$ cat src/rtl/flt_share_pkg.sv
package flt_share_pkg;
    localparam int unsigned RAILS_DEF    = 16;
    localparam int unsigned GLITCH_W_DEF = 16;
    localparam int unsigned N_SRC        = 2;
    localparam int unsigned SRC_GPI      = 0;
    localparam int unsigned SRC_LINE     = 1;
endpackage

$ cat src/rtl/flt_deglitch.sv
module flt_deglitch #(
    parameter int unsigned GW = flt_share_pkg::GLITCH_W_DEF
) (
    input  logic          clk,
    input  logic          rst_n,
    input  logic          active_i,
    input  logic          tick_i,
    input  logic          level_i,
    input  logic [GW-1:0] glitch_i,
    output logic          fall_o
);
    typedef struct packed {
        logic          sync;
        logic          filt;
        logic [GW-1:0] cnt;
    } dg_state_t;

    dg_state_t st_d, st_q;

    always_comb begin
        st_d      = st_q;
        fall_o    = 1'b0;
        st_d.sync = level_i;
        if (!active_i) begin
            st_d.filt = 1'b1;
            st_d.cnt  = '0;
        end else if (st_q.sync == st_q.filt) begin
            st_d.cnt = '0;
        end else if (tick_i) begin
            if (st_q.cnt >= glitch_i) begin
                st_d.filt = st_q.sync;
                st_d.cnt  = '0;
                fall_o    = st_q.filt;
            end else begin
                st_d.cnt = st_q.cnt + 1'b1;
            end
        end
    end

    always_ff @(posedge clk) begin
        if (!rst_n) begin
            st_q <= '{sync: 1'b1, filt: 1'b1, cnt: '0};
        end else begin
            st_q <= st_d;
        end
    end
endmodule

$ cat src/rtl/flt_line_drv.sv
module flt_line_drv #(
    parameter int unsigned N_RAILS = flt_share_pkg::RAILS_DEF
) (
    input  logic               clk,
    input  logic               rst_n,
    input  logic [N_RAILS-1:0] rail_fault_i,
    input  logic [N_RAILS-1:0] out_mask_i,
    output logic               pull_o
);
    logic pull_d, pull_q;

    always_comb begin
        pull_d = |(rail_fault_i & out_mask_i);
    end

    always_ff @(posedge clk) begin
        if (!rst_n) begin
            pull_q <= 1'b0;
        end else begin
            pull_q <= pull_d;
        end
    end

    assign pull_o = pull_q;
endmodule

$ cat src/rtl/flt_share_ctrl.sv
module flt_share_ctrl
    import flt_share_pkg::*;
#(
    parameter int unsigned N_RAILS = RAILS_DEF,
    parameter int unsigned GW      = GLITCH_W_DEF
) (
    input  logic               clk,
    input  logic               rst_n,
    input  logic               tick_i,
    input  logic               gpi_raw_i,
    input  logic               gpi_en_i,
    input  logic               gpi_sel_vld_i,
    input  logic [GW-1:0]      gpi_glitch_i,
    input  logic [N_RAILS-1:0] gpi_resp_mask_i,
    input  logic               line_in_i,
    input  logic               line_en_i,
    input  logic               line_sel_vld_i,
    input  logic [GW-1:0]      line_glitch_i,
    input  logic [N_RAILS-1:0] line_resp_mask_i,
    input  logic [N_RAILS-1:0] line_out_mask_i,
    input  logic [N_RAILS-1:0] rail_fault_i,
    input  logic               debug_i,
    output logic               resp_req_o,
    output logic [N_RAILS-1:0] resp_mask_o,
    output logic               line_pull_o
);
    typedef struct packed {
        logic               req;
        logic [N_RAILS-1:0] mask;
    } resp_t;

    logic [N_SRC-1:0]   src_act;
    logic [N_SRC-1:0]   src_lvl;
    logic [N_SRC-1:0]   src_fall;
    logic [GW-1:0]      src_glitch [N_SRC];
    logic [N_RAILS-1:0] src_mask   [N_SRC];
    logic               pull_q;
    resp_t              out_d, out_q;

    flt_line_drv #(.N_RAILS(N_RAILS)) u_line_drv (
        .clk          (clk),
        .rst_n        (rst_n),
        .rail_fault_i (rail_fault_i),
        .out_mask_i   (line_out_mask_i),
        .pull_o       (pull_q)
    );

    always_comb begin
        src_act[SRC_GPI]     = gpi_en_i & gpi_sel_vld_i;
        src_lvl[SRC_GPI]     = gpi_raw_i;
        src_glitch[SRC_GPI]  = gpi_glitch_i;
        src_mask[SRC_GPI]    = gpi_resp_mask_i;
        src_act[SRC_LINE]    = line_en_i & line_sel_vld_i;
        // own pull is seen as a released (asserted) line
        src_lvl[SRC_LINE]    = line_in_i | pull_q;
        src_glitch[SRC_LINE] = line_glitch_i;
        src_mask[SRC_LINE]   = line_resp_mask_i;
    end

    for (genvar g = 0; g < N_SRC; g++) begin : g_src
        flt_deglitch #(.GW(GW)) u_dg (
            .clk      (clk),
            .rst_n    (rst_n),
            .active_i (src_act[g]),
            .tick_i   (tick_i),
            .level_i  (src_lvl[g]),
            .glitch_i (src_glitch[g]),
            .fall_o   (src_fall[g])
        );
    end

    always_comb begin
        out_d.req  = (|src_fall) & ~debug_i;
        out_d.mask = '0;
        if (out_d.req) begin
            for (int s = 0; s < N_SRC; s++) begin
                if (src_fall[s]) out_d.mask = out_d.mask | src_mask[s];
            end
        end
    end

    always_ff @(posedge clk) begin
        if (!rst_n) begin
            out_q <= '{req: 1'b0, mask: '0};
        end else begin
            out_q <= out_d;
        end
    end

    assign resp_req_o  = out_q.req;
    assign resp_mask_o = out_q.mask;
    assign line_pull_o = pull_q;
endmodule

$ cat config.mk
export PLATFORM = sky130hd
export DESIGN_NAME = flt_share_ctrl
export DESIGN_NICKNAME = d
export VERILOG_FILES = /design/src/rtl/flt_share_pkg.sv /design/src/rtl/flt_deglitch.sv /design/src/rtl/flt_line_drv.sv /design/src/rtl/flt_share_ctrl.sv
export SDC_FILE = /design/constraint.sdc
export NUM_CORES = 1
export LEC_CHECK = 0
export BUFFER_PORTS_ARGS = -buffer_cell sky130_fd_sc_hd__buf_2
export CELL_PAD_IN_SITES_DETAIL_PLACEMENT = 2
export CELL_PAD_IN_SITES_GLOBAL_PLACEMENT = 2
export CORE_ASPECT_RATIO = 1.4
export CORE_MARGIN = 3
export CORE_UTILIZATION = 25
export DETAILED_ROUTE_END_ITERATION = 10
export PLACE_DENSITY_LB_ADDON = 0.1
export SLEW_MARGIN = 20
export SYNTH_ARGS = -nofsm -noshare
export SYNTH_HDL_FRONTEND = slang
export SYNTH_SLANG_ARGS = --single-unit
$ cat constraint.sdc
create_clock -name clk -period 2.3 [get_ports clk]
set_input_delay 0.23 -clock clk [delete_from_list [all_inputs] [get_ports clk]]
set_output_delay 0.23 -clock clk [all_outputs]
set_load 0.02 [all_outputs]
==> results.toml <==
[timing]
skew_ps = 7.08
finalSetupViolations = 0
holdWs_ps = 113
tightest_slew_ps = 367
fmax_mhz = 454
rsz0062_at_grt = "true"
fin_crit_sh_pct = 95.8
hold_viol = 0
drv_slew = 0
post-route-min-period_ps = 2200
max_slew_margin_pct = 75.4

[clock_network]
cts_tree = "built"
clk_latency_ps = 300
htreeDepth = 2
clockRootBuffer = "clkbuf_16"
cts_sinks = 54
cts.clk_slew.worst_paths_ps = 70
clock_tree.buffer_depth = 2
numCtsBuffers = 5

[worst_setup_path]
required_ps = 2530
timing.critical_path.buf_inv = 2
cp-start-kind = "flop"
path_delay_family = "compound AO/OA/AOI/OAI gates"
cp.arrival_ps = 2440
max_stage_delay_ps = 400
crit_path_max_fanout = 4
path_class = "reg2reg"
rr_worst_depth = 9
endpoint_kind = "flop"
cpMaxStageDelayCell = "a2111o_1"
cp_cell_sequence = "inv_2 -> ha_4 -> nand2b_4 -> a2111o_1 -> a211oi_4 -> a221oi_2 -> or3_4 -> clkbuf_16 -> nor2_2"
path_depth = 9

[die]
rows = 46
fp.coreArea_sq_mm = 0.0116
die_h_microns = 136
start_util_pct = 26.0
pin_count = 124
die_w_microns = 98.8
dieArea_sq_mm = 0.0134

[routing]
viasPerCell = 4.76
drc = 0
wire_per_inst_microns = 15.5
routed-via-count = 3053
first_pass_iters = 4
drt_iter0_drc = 56
drtAntennaViolNets = 0
wl_microns = 9930

[global_routing]
grt_pass1_vias = 3438
grt_pass1_wl_microns = 15800
grt.overflow.total = 0
grt.total_usage_pct = 14.6
antenna_found_initial = 0
grt_max_degree = 21

[synth]
post-synth-top-area-cell = "dfxtp_1"
ys.flop_type = "dfxtp_1"
syn_nets = 478
synth_top_area_share_pct = 35.9
ys_warn_count = 0
synth_edf_count = 0
ys_async_sr_fraction_pct = 0
synthCells = 338
syn_area_sq_mm = 0.00301
yosysSeqAreaShare_pct = 35.9
synthTopCellsByArea = "dfxtp_1 (36%), ha_1 (14%), xor2_1 (5.5%)"
synth_commonest_cells = "dfxtp_1 (54), nor2_1 (42), inv_1 (38)"
synth_seq_cells = 54
synth.distinct_cells = 49
syn_area_per_cell_sq_um = 8.91
yosysMostFrequentCell = "dfxtp_1"

[pwr]
combPwrFrac_pct = 9.5
seqPwrFrac_pct = 47.1
power_density_mw_per_mm2 = 455
p_switching_w = 0.000437
switching_share_pct = 21.9
p_leak_nw = 2.07
p_int_w = 0.00156
pwr-share-clk_pct = 43.4
max-vdd-ir-drop_v = 0.000363

[run_status]
status = "finished clean"

[min_path]
min_path_cells = 2
worstHoldPathType = "in2reg"

[cells_and_area]
syn2layout_area_growth_pct = 45.6
stdcell_count = 641
nNetsFinal = 635
fill_cells = 1338
layout-drive-gt1-share_pct = 41.7

[place]
dp.cells = 630
portBuffers = 123
routabilityCongestion = 0.740
hpwl_microns = 8300

[flow_run]
maxCapViolations = 0
-- state kept, by name, summed over array words and instances (netlist names) --
signal,flops
g_src.u_dg.st_q,36
u_line_drv.pull_o,1
resp_req_o,1
resp_mask_o,16
-- routing by layer --
layer	routed length, microns	share of wire, %	global-route usage [%]
met2	6110	61	31.8
met1	3330	33	13.1
met3	404	4.1	2.77
met4	92	0.93	3.42
met5	0	0	0
-- final timing paths --
path,start,to,slack (ps)
max reg2reg,g_src[1].u_dg.st_q[0],g_src[1].u_dg.st_q[14],100
max,g_src[1].u_dg.st_q[0],g_src[1].u_dg.st_q[14],100
min reg2reg,u_line_drv.pull_o,g_src[1].u_dg.st_q[17],460
min,gpi_raw_i,g_src[0].u_dg.st_q[17],110
-- metrics by stage --
stage,util (%),power [W],setup WS (ps),TNS (ps),area [sq um]
final,37.9,0.00200,96.5,0,4390
after global placement,34.9,0.00113,9.34,0,4040
after detailed placement,34.9,0.00114,-41.8,-190,4040
after floorplan,-,0.00103,53.7,0,3010
after global routing,37.9,0.00210,-21.7,-206,4390
after CTS,36.8,0.00202,8.14,0,4250
-- cell families after synthesis --
kind of cell	count (synthesis)	share of synthesized area, %
and+or+nand+nor	116	18.6
adders and majority gates	34	14.1
AOI/OAI and AO/OA	57	15.8
DFF	54	35.9
buffers and inverters	45	6.27
xor gates and xnor gates	32	9.30
-- area by class of cell --
| cell class | instances | area, sq um | area share, % |
|---|---|---|---|
| clock buffers | 7 | 133 | 3.02 |
| clock inverters | 1 | 30.0 | 0.684 |
| repair buffers | 157 | 937 | 21.4 |
| well taps | 144 | 180 | 4.11 |
| flip-flops and latches | 54 | 1080 | 24.7 |
| diodes | 1 | 2.50 | 0.0570 |
| multi-input cells | 239 | 1880 | 42.8 |
| inverters | 38 | 143 | 3.25 |
-- placed cells by master, fill, tap and decap left out, types with 3 or more instances in the layout --
cell type and instances:
buf_4 28, inv_1 37, nand3_1 17, clkbuf_16 6, buf_2 123, nand4_1 14
nor2_1 39, and3_1 5, a21oi_1 8, xnor2_1 13, dfxtp_1 51, nor2_2 3
xor2_1 19, o21ai_0 6, a22oi_1 6, buf_12 3, dfxtp_2 3, nand2_1 19
ha_1 30, ha_4 4, nor3_1 3, a22o_2 16
-- timing repair --
action / CTS / global route
pin swaps: 3 / 4
gates cloned: 0 / 1
buffers inserted: 1 / 0
endpoints found under the setup margin: 16 / 45
hold buffers: 0 / 0
gates resized for setup: 7 / 19
-- power by group through the flow --
stage	logic, W	clock network, W	registers, W
3_3_place_gp	0.000172	0	0.000961
3_5_place_dp	0.000182	0	0.000961
2_1_floorplan	0.0000638	0	0.000962
4_1_cts	0.000185	0.000894	0.000939
5_1_grt	0.000218	0.000944	0.000940
6_report	0.000190	0.000866	0.000939
No activity file was read; power rests on OpenSTA's default activity.
